==> config.mk <==
export PLATFORM = sky130hd
export DESIGN_NAME = sysop_unit
export DESIGN_NICKNAME = d
export VERILOG_FILES = /design/src/rtl/sysop_pkg.sv /design/src/rtl/sysop_decode.sv /design/src/rtl/sysop_csr_store.sv /design/src/rtl/sysop_ret.sv /design/src/rtl/sysop_unit.sv
export SDC_FILE = /design/constraint.sdc
export NUM_CORES = 1
export LEC_CHECK = 0
export ABC_AREA = 1
export BUFFER_PORTS_ARGS = -buffer_cell sky130_fd_sc_hd__buf_2
export CAP_MARGIN = 10
export CORE_MARGIN = 2
export CORE_UTILIZATION = 31
export DETAILED_ROUTE_END_ITERATION = 8
export GPL_TIMING_DRIVEN = 0
export PLACE_DENSITY = 0.54
export SETUP_SLACK_MARGIN = 0.1
export SLEW_MARGIN = 5
export SYNTH_ARGS = -nofsm -noshare
export SYNTH_HDL_FRONTEND = slang
export SYNTH_SLANG_ARGS = --single-unit
export TNS_END_PERCENT = 30
==> constraint.sdc <==
create_clock -name clk -period 19.4 [get_ports clk]
set_input_delay 1.94 -clock clk [delete_from_list [all_inputs] [get_ports clk]]
set_output_delay 1.94 -clock clk [all_outputs]
set_load 0.03 [all_outputs]
==> src/rtl/sysop_pkg.sv <==
package sysop_pkg;

  localparam logic [1:0] PRIV_U = 2'b00;
  localparam logic [1:0] PRIV_S = 2'b01;
  localparam logic [1:0] PRIV_M = 2'b11;

  localparam logic [11:0] A_SSTAT = 12'h100;
  localparam logic [11:0] A_SEPC  = 12'h141;
  localparam logic [11:0] A_XLATE = 12'h180;
  localparam logic [11:0] A_MSTAT = 12'h300;
  localparam logic [11:0] A_MEPC  = 12'h341;

  localparam logic [3:0] CAUSE_ILLEGAL = 4'd2;
  localparam logic [3:0] CAUSE_BRK     = 4'd3;
  localparam logic [3:0] CAUSE_ECALL_U = 4'd8;
  localparam logic [3:0] CAUSE_ECALL_S = 4'd9;
  localparam logic [3:0] CAUSE_ECALL_M = 4'd11;

  typedef enum logic [2:0] {
    OP_NONE, OP_CSR, OP_ECALL, OP_EBRK, OP_SRET, OP_MRET
  } sysop_e;

  typedef struct packed {
    sysop_e      op;
    logic [1:0]  kind;    // 1 swap, 2 set, 3 clear
    logic        use_imm;
    logic [4:0]  rd;
    logic [4:0]  src;
    logic [11:0] addr;
  } sysop_dec_t;

endpackage

==> src/rtl/sysop_decode.sv <==
module sysop_decode
  import sysop_pkg::*;
(
  input  logic [31:0] insn,
  output sysop_dec_t  dec
);
  logic [2:0] f3;
  logic [4:0] rs2;
  logic [6:0] f7;

  assign f3  = insn[14:12];
  assign rs2 = insn[24:20];
  assign f7  = insn[31:25];

  always_comb begin
    dec.op      = OP_NONE;
    dec.kind    = f3[1:0];
    dec.use_imm = f3[2];
    dec.rd      = insn[11:7];
    dec.src     = insn[19:15];
    dec.addr    = insn[31:20];
    if (insn[6:0] == 7'h73) begin
      if (f3[1:0] != 2'b00) begin
        dec.op = OP_CSR;
      end else if (f3 == 3'd0) begin
        if (rs2 == 5'd0 && f7 == 7'h00)      dec.op = OP_ECALL;
        else if (rs2 == 5'd1 && f7 == 7'h00) dec.op = OP_EBRK;
        else if (rs2 == 5'd2 && f7 == 7'h08) dec.op = OP_SRET;
        else if (rs2 == 5'd2 && f7 == 7'h18) dec.op = OP_MRET;
      end
    end
  end
endmodule

==> src/rtl/sysop_csr_store.sv <==
module sysop_csr_store
  import sysop_pkg::*;
#(
  parameter int XLEN = 64,
  parameter int NGEN = 4
) (
  input  logic            clk,
  input  logic            rst_n,
  input  logic            we,
  input  logic [11:0]     waddr,
  input  logic [XLEN-1:0] wdata,
  input  logic            pg_we,
  input  logic            pg_val,
  input  logic [11:0]     raddr,
  output logic [XLEN-1:0] rdata,
  output logic [XLEN-1:0] mstat_o,
  output logic [XLEN-1:0] sstat_o,
  output logic [XLEN-1:0] mepc_o,
  output logic [XLEN-1:0] sepc_o,
  output logic            paging_o
);
  localparam int GW = (NGEN > 1) ? $clog2(NGEN) : 1;

  logic [XLEN-1:0] mstat_q, mstat_d, sstat_q, sstat_d;
  logic [XLEN-1:0] mepc_q, mepc_d, sepc_q, sepc_d, xlate_q, xlate_d;
  logic            pg_q, pg_d;
  logic [XLEN-1:0] gen_rd [NGEN];
  logic            named_w;

  function automatic logic is_named(input logic [11:0] a);
    return (a == A_MSTAT) || (a == A_SSTAT) || (a == A_MEPC) ||
           (a == A_SEPC)  || (a == A_XLATE);
  endfunction

  assign named_w = is_named(waddr);

  always_comb begin
    mstat_d = (we && waddr == A_MSTAT) ? wdata : mstat_q;
    sstat_d = (we && waddr == A_SSTAT) ? wdata : sstat_q;
    mepc_d  = (we && waddr == A_MEPC)  ? wdata : mepc_q;
    sepc_d  = (we && waddr == A_SEPC)  ? wdata : sepc_q;
    xlate_d = (we && waddr == A_XLATE) ? wdata : xlate_q;
    pg_d    = pg_we ? pg_val : pg_q;
  end

  always_ff @(posedge clk or negedge rst_n) begin
    if (!rst_n) begin
      mstat_q <= '0; sstat_q <= '0; mepc_q <= '0;
      sepc_q  <= '0; xlate_q <= '0; pg_q   <= 1'b0;
    end else begin
      mstat_q <= mstat_d; sstat_q <= sstat_d; mepc_q <= mepc_d;
      sepc_q  <= sepc_d;  xlate_q <= xlate_d; pg_q   <= pg_d;
    end
  end

  for (genvar g = 0; g < NGEN; g++) begin : g_gen
    logic [XLEN-1:0] q, d;
    logic            hit;
    assign hit = we && !named_w && (waddr[GW-1:0] == GW'(g));
    always_comb d = hit ? wdata : q;
    always_ff @(posedge clk or negedge rst_n) begin
      if (!rst_n) q <= '0;
      else        q <= d;
    end
    assign gen_rd[g] = q;
  end

  always_comb begin
    case (raddr)
      A_MSTAT: rdata = mstat_q;
      A_SSTAT: rdata = sstat_q;
      A_MEPC:  rdata = mepc_q;
      A_SEPC:  rdata = sepc_q;
      A_XLATE: rdata = xlate_q;
      default: rdata = gen_rd[raddr[GW-1:0]];
    endcase
  end

  assign mstat_o  = mstat_q;
  assign sstat_o  = sstat_q;
  assign mepc_o   = mepc_q;
  assign sepc_o   = sepc_q;
  assign paging_o = pg_q;
endmodule

==> src/rtl/sysop_ret.sv <==
module sysop_ret
  import sysop_pkg::*;
#(
  parameter int XLEN = 64
) (
  input  sysop_e          op,
  input  logic [1:0]      mode,
  input  logic [XLEN-1:0] mstat,
  input  logic [XLEN-1:0] sstat,
  input  logic [XLEN-1:0] mepc,
  input  logic [XLEN-1:0] sepc,
  output logic            take,
  output logic            illegal,
  output logic [1:0]      tgt_mode,
  output logic [XLEN-1:0] tgt_pc,
  output logic [11:0]     st_addr,
  output logic [XLEN-1:0] st_data
);
  always_comb begin
    take     = 1'b0;
    illegal  = 1'b0;
    tgt_mode = mode;
    tgt_pc   = '0;
    st_addr  = A_MSTAT;
    st_data  = mstat;
    case (op)
      OP_SRET: begin
        if (mode == PRIV_U) begin
          illegal = 1'b1;
        end else begin
          take       = 1'b1;
          tgt_pc     = sepc;
          tgt_mode   = sstat[8] ? PRIV_S : PRIV_U;
          st_addr    = A_SSTAT;
          st_data    = sstat;
          st_data[1] = sstat[5];
          st_data[5] = 1'b1;
          st_data[8] = 1'b0;
        end
      end
      OP_MRET: begin
        if (mode != PRIV_M) begin
          illegal = 1'b1;
        end else begin
          take   = 1'b1;
          tgt_pc = mepc;
          case (mstat[12:11])
            2'b01:   tgt_mode = PRIV_S;
            2'b11:   tgt_mode = PRIV_M;
            default: tgt_mode = PRIV_U;
          endcase
          st_data[3]     = mstat[7];
          st_data[7]     = 1'b1;
          st_data[12:11] = 2'b00;
        end
      end
      default: ;
    endcase
  end
endmodule

==> src/rtl/sysop_unit.sv <==
module sysop_unit
  import sysop_pkg::*;
#(
  parameter int XLEN = 64,
  parameter int NGEN = 4
) (
  input  logic            clk,
  input  logic            rst_n,
  input  logic            valid_i,
  input  logic [31:0]     insn_i,
  input  logic [XLEN-1:0] rs1_val_i,
  output logic            rd_we_o,
  output logic [4:0]      rd_idx_o,
  output logic [XLEN-1:0] rd_val_o,
  output logic            redirect_o,
  output logic [XLEN-1:0] new_pc_o,
  output logic [1:0]      mode_o,
  output logic            exc_valid_o,
  output logic [3:0]      exc_code_o,
  output logic            paging_on_o
);
  localparam int MTOP = XLEN - 4;

  // reset: asserted asynchronously, released on the clock
  logic [1:0] rsync_q;
  logic       rst_i_n;
  always_ff @(posedge clk or negedge rst_n) begin
    if (!rst_n) rsync_q <= 2'b00;
    else        rsync_q <= {rsync_q[0], 1'b1};
  end
  assign rst_i_n = rsync_q[1];

  sysop_dec_t      dec;
  logic [XLEN-1:0] old_val, operand, new_val;
  logic [XLEN-1:0] mstat, sstat, mepc, sepc;
  logic            csr_go, ret_take, ret_ill, ret_go;
  logic [1:0]      ret_mode, mode_q, mode_d;
  logic [XLEN-1:0] ret_pc, st_data, wdata;
  logic [11:0]     st_addr, waddr;
  logic            we, pg_we, pg_val;
  logic            exc_hit;
  logic [3:0]      exc_code;

  sysop_decode u_dec (.insn(insn_i), .dec(dec));

  sysop_ret #(.XLEN(XLEN)) u_ret (
    .op(dec.op), .mode(mode_q), .mstat(mstat), .sstat(sstat),
    .mepc(mepc), .sepc(sepc), .take(ret_take), .illegal(ret_ill),
    .tgt_mode(ret_mode), .tgt_pc(ret_pc), .st_addr(st_addr), .st_data(st_data)
  );

  assign csr_go  = valid_i && (dec.op == OP_CSR);
  assign ret_go  = valid_i && ret_take;
  assign operand = dec.use_imm ? XLEN'(dec.src) : rs1_val_i;

  always_comb begin
    case (dec.kind)
      2'd2:    new_val = old_val | operand;
      2'd3:    new_val = old_val & ~operand;
      default: new_val = operand;
    endcase
  end

  assign we     = csr_go || ret_go;
  assign waddr  = csr_go ? dec.addr : st_addr;
  assign wdata  = csr_go ? new_val  : st_data;
  assign pg_we  = csr_go && (dec.addr == A_XLATE) && (dec.kind == 2'd1);
  assign pg_val = (new_val[XLEN-1:MTOP] == 4'd8);

  sysop_csr_store #(.XLEN(XLEN), .NGEN(NGEN)) u_store (
    .clk(clk), .rst_n(rst_i_n), .we(we), .waddr(waddr), .wdata(wdata),
    .pg_we(pg_we), .pg_val(pg_val), .raddr(dec.addr), .rdata(old_val),
    .mstat_o(mstat), .sstat_o(sstat), .mepc_o(mepc), .sepc_o(sepc),
    .paging_o(paging_on_o)
  );

  // privilege mode
  always_comb mode_d = ret_go ? ret_mode : mode_q;

  always_ff @(posedge clk or negedge rst_i_n) begin
    if (!rst_i_n) mode_q <= PRIV_M;
    else          mode_q <= mode_d;
  end

  always_comb begin
    exc_hit  = 1'b0;
    exc_code = 4'd0;
    case (dec.op)
      OP_ECALL: begin
        exc_hit = 1'b1;
        case (mode_q)
          PRIV_U:  exc_code = CAUSE_ECALL_U;
          PRIV_S:  exc_code = CAUSE_ECALL_S;
          default: exc_code = CAUSE_ECALL_M;
        endcase
      end
      OP_EBRK: begin
        exc_hit  = 1'b1;
        exc_code = CAUSE_BRK;
      end
      OP_SRET, OP_MRET: begin
        exc_hit  = ret_ill;
        exc_code = ret_ill ? CAUSE_ILLEGAL : 4'd0;
      end
      default: ;
    endcase
  end

  assign rd_we_o     = csr_go && (dec.rd != 5'd0);
  assign rd_idx_o    = dec.rd;
  assign rd_val_o    = old_val;
  assign redirect_o  = ret_go;
  assign new_pc_o    = ret_pc;
  assign mode_o      = mode_q;
  assign exc_valid_o = valid_i && exc_hit;
  assign exc_code_o  = exc_code;
endmodule

==> insert_results.sql <==
INSERT INTO impl_metrics (metric_group, metric, value, unit) VALUES
('outcome', 'status', 'complete, no violations', ''),
('placed_design', 'buffer_ports.inserted', '239', ''),
('logic_synthesis', 'synth-adder-area-share', '0', '%'),
('sta', 'finalHoldViolCount', '0', ''),
('final_layout', 'syn_to_final_growth', '17.2', '%'),
('route', 'drtIter0Drc', '4391', ''),
('logic_synthesis', 'combinational_family_with_the_most_area_after_synthesis', 'simple AND/OR/NAND/NOR gates', ''),
('sta', 'fin_worst_skew', '0.0357', 'ns'),
('clock_tree', 'cts_post_setup_buffers_inserted', '0', ''),
('clock_tree', 'holdBufCountCts', '0', ''),
('logic_synthesis', 'muxShareOfSynthArea', '0.144', '%'),
('worst_setup_path', 'critical_path.reg2reg.startpoint', 'mode_o[1]', ''),
('route', 'routedWlPerCell', '25.2', 'um'),
('worst_setup_path', 'cpPeakStageDelay', '0.82', 'ns'),
('grt', 'global_route.overflow_total', '0', ''),
('worst_setup_path', 'regToRegEndpoint', 'u_store.mstat_o[5]', ''),
('logic_synthesis', 'yosys.area_share.xor_xnor', '0', '%'),
('power', 'clockPowerShare', '49.1', '%'),
('placed_design', 'gp_congestion', '0.979', ''),
('logic_synthesis', 'synthesis.area_per_instance', '7.17', 'um2'),
('worst_setup_path', 'worst-setup-path-type', 'primary input to primary output', ''),
('route', 'post_drt_via_cell_ratio', '5.43', ''),
('final_layout', 'mostFrequentLayoutCell', 'sky130_fd_sc_hd__nand2_1', ''),
('floorplanning', 'die_h', '322', 'um'),
('grt', 'antenna_found_initial', '9', ''),
('logic_synthesis', 'yosysTopAreaCell', 'sky130_fd_sc_hd__dfrtp_1', ''),
('logic_synthesis', 'complex_gate_fraction_of_the_synthesized_area', '12.5', '%'),
('power', 'power_switching_share', '25.9', '%'),
('power', 'final_total_pwr', '2.71', 'mW'),
('final_layout', 'layout_common_cells', 'sky130_fd_sc_hd__nand2_1, sky130_fd_sc_hd__dfrtp_1, sky130_fd_sc_hd__o21ai_0', ''),
('clock_tree', 'cts.repair.resized', '0', ''),
('power', 'pwr-share-seq', '44.8', '%'),
('floorplanning', 'fp.dieW', '322', 'um'),
('placed_design', 'dp_hpwl', '109000', 'um'),
('logic_synthesis', 'number_of_synthesized_register_bits', '581', ''),
('hold_path', 'min_path_type', 'flop to asynchronous set/reset pin', ''),
('logic_synthesis', 'synth_top_area_share', '46.2', '%'),
('logic_synthesis', 'mappedNetlistArea', '0.0314', 'mm2'),
('clock_tree', 'cts_tree', 'yes', ''),
('worst_setup_path', 'timing.critical_path.from_type', 'primary input', ''),
('floorplanning', 'core-area', '0.100', 'mm2'),
('floorplanning', 'floorplan.io_pins', '242', ''),
('power', 'p_switching', '0.701', 'mW'),
('power', 'worst_ir_drop_vdd', '0.0468', 'mV'),
('worst_setup_path', 'timing.critical_path.required', '17.46', 'ns'),
('floorplanning', 'floorplan.initialDensity', '31.3', '%'),
('grt', 'first_global_vias', '31100', ''),
('power', 'power.share.combinational', '6.2', '%'),
('power', 'power.leakage', '18.0', 'nW'),
('final_layout', 'final_cell_count_no_fill', '6104', ''),
('route', 'dr_total_vias', '33200', ''),
('worst_setup_path', 'reg2reg_depth', '10', ''),
('route', 'totalWireLength', '154000', 'um'),
('sta', 'final.period_utilization', '42.8', '%'),
('logic_synthesis', 'synth_fp_nets', '4477', ''),
('clock_tree', 'numClockSinks', '581', ''),
('final_layout', 'postLayoutCoreUtil', '36.7', '%'),
('worst_setup_path', 'critPathLaunch', 'insn_i[13]', ''),
('sta', 'timing.max_slew.rel_slack', '4.78', '%'),
('logic_synthesis', 'syn_inst', '4378', ''),
('logic_synthesis', 'yosys.cell_types.count', '36', ''),
('sta', 'worst-slew-pin-transition', '1.43', 'ns'),
('job', 'max_cap_violations', '0', ''),
('worst_setup_path', 'timing.critical_path.slowest_stage_cell', 'sky130_fd_sc_hd__clkbuf_1', ''),
('grt', 'track_usage', '29.2', '%'),
('logic_synthesis', 'synth_simple_gate_area_share', '32.1', '%'),
('sta', 'peak_clock_frequency_supported_by_timing', '121', 'MHz'),
('worst_setup_path', 'cp-endpoint', 'new_pc_o[20]', ''),
('worst_setup_path', 'endpoint_kind', 'primary output', ''),
('clock_tree', 'insertion_delay', '0.66', 'ns'),
('clock_tree', 'cts_buffers', '69', '');
-- per-layer routing --
layer  vias to the layer above  share of wire (%)  global-route usage (%)
met3                       380                 11                    8.06
met2                      1819                 43                    43.8
li1                      14800                  -                       -
met5                         -                  0                       0
met4                         0                5.8                    15.0
met1                     16200                 40                    38.5
-- worst min-delay path by stage --
stage / slack (ns) / to / start / cells past startpoint
2_1_floorplan: 0.33 / rsync_q[1] / rsync_q[0] / 0
3_3_place_gp: 0.33 / rsync_q[1] / rsync_q[0] / 0
3_5_place_dp: 0.33 / u_store.xlate_q[25] / rsync_q[1] / 0
4_1_cts: 0.33 / u_store.xlate_q[23] / rsync_q[1] / 0
5_1_grt: 0.35 / u_store.xlate_q[23] / rsync_q[1] / 0
6_report: 0.31 / u_store.xlate_q[23] / rsync_q[1] / 0
-- logic make-up (layout without fill, tap and decap cells) --
| group | count (synthesis) | count (layout) |
|---|---|---|
| muxes | 4 | 4 |
| buffers and inverters | 684 | 1051 |
| AOI/OAI and AO/OA | 717 | 717 |
| and+or+nand+nor | 2390 | 2390 |
| DFF | 581 | 581 |
| other | 2 | 4 |
-- through the flow --
stage	cell area, um2	hold WS [ns]	worst slack (ns)	setup TNS [ns]
global placement	34300	0.334	-6.52	-3711.57
global route	36800	0.350	11.14	0
floorplan	31400	0.331	2.01	0
finish	36800	0.306	11.11	0
CTS	36800	0.334	11.33	0
detailed placement	34600	0.331	11.33	0
-- state kept, by name, summed over array words and instances, names as in the netlist --
name and cells:
u_store.sepc_o 64, mode_o 2, u_store.xlate_q 64, u_store.g_gen.q 256, u_store.mstat_o 64, u_store.sstat_o 64, u_store.mepc_o 64, u_store.paging_o 1
rsync_q 2
-- power by group through the flow --
stage / combinational [mW] / clock (mW) / sequential (mW)
finish: 0.167 / 1.33 / 1.21
global route: 0.177 / 1.38 / 1.21
CTS: 0.165 / 1.34 / 1.22
detailed placement: 0.164 / 0 / 1.24
global placement: 0.132 / 0 / 1.26
floorplan: 0.0672 / 0 / 1.25
-- cell type report --
class	count	area (um2)	area share, %
plain buffers	309	1390	3.79
repair buffers	249	1470	4.00
multi-input cells	3113	14000	38.2
clock inverters	16	158	0.429
well taps	1357	1700	4.62
inverters	375	1410	3.83
clock buffers	102	2050	5.59
diodes	2	5.00	0.0136
flip-flops and latches	581	14500	39.6
-- Yosys cell counts, drive strengths merged --
| master | count |
|---|---|
| and2 | 60 |
| clkbuf | 189 |
| o22ai | 15 |
| o211ai | 54 |
| inv | 373 |
| o21ai | 559 |
| clkinv | 2 |
| conb | 2 |
| nor2 | 435 |
| a21boi | 4 |
| nand4 | 70 |
| nand3b | 1 |
| a21oi | 19 |
| o211a | 1 |
| o31ai | 1 |
| o21bai | 1 |
| nor3 | 5 |
| dfrtp | 579 |
| a22oi | 63 |
| mux2 | 4 |
| dfstp | 2 |
| nand3 | 511 |
| nand2 | 1308 |
| buf | 120 |
Power figures use the tool's default switching activity.
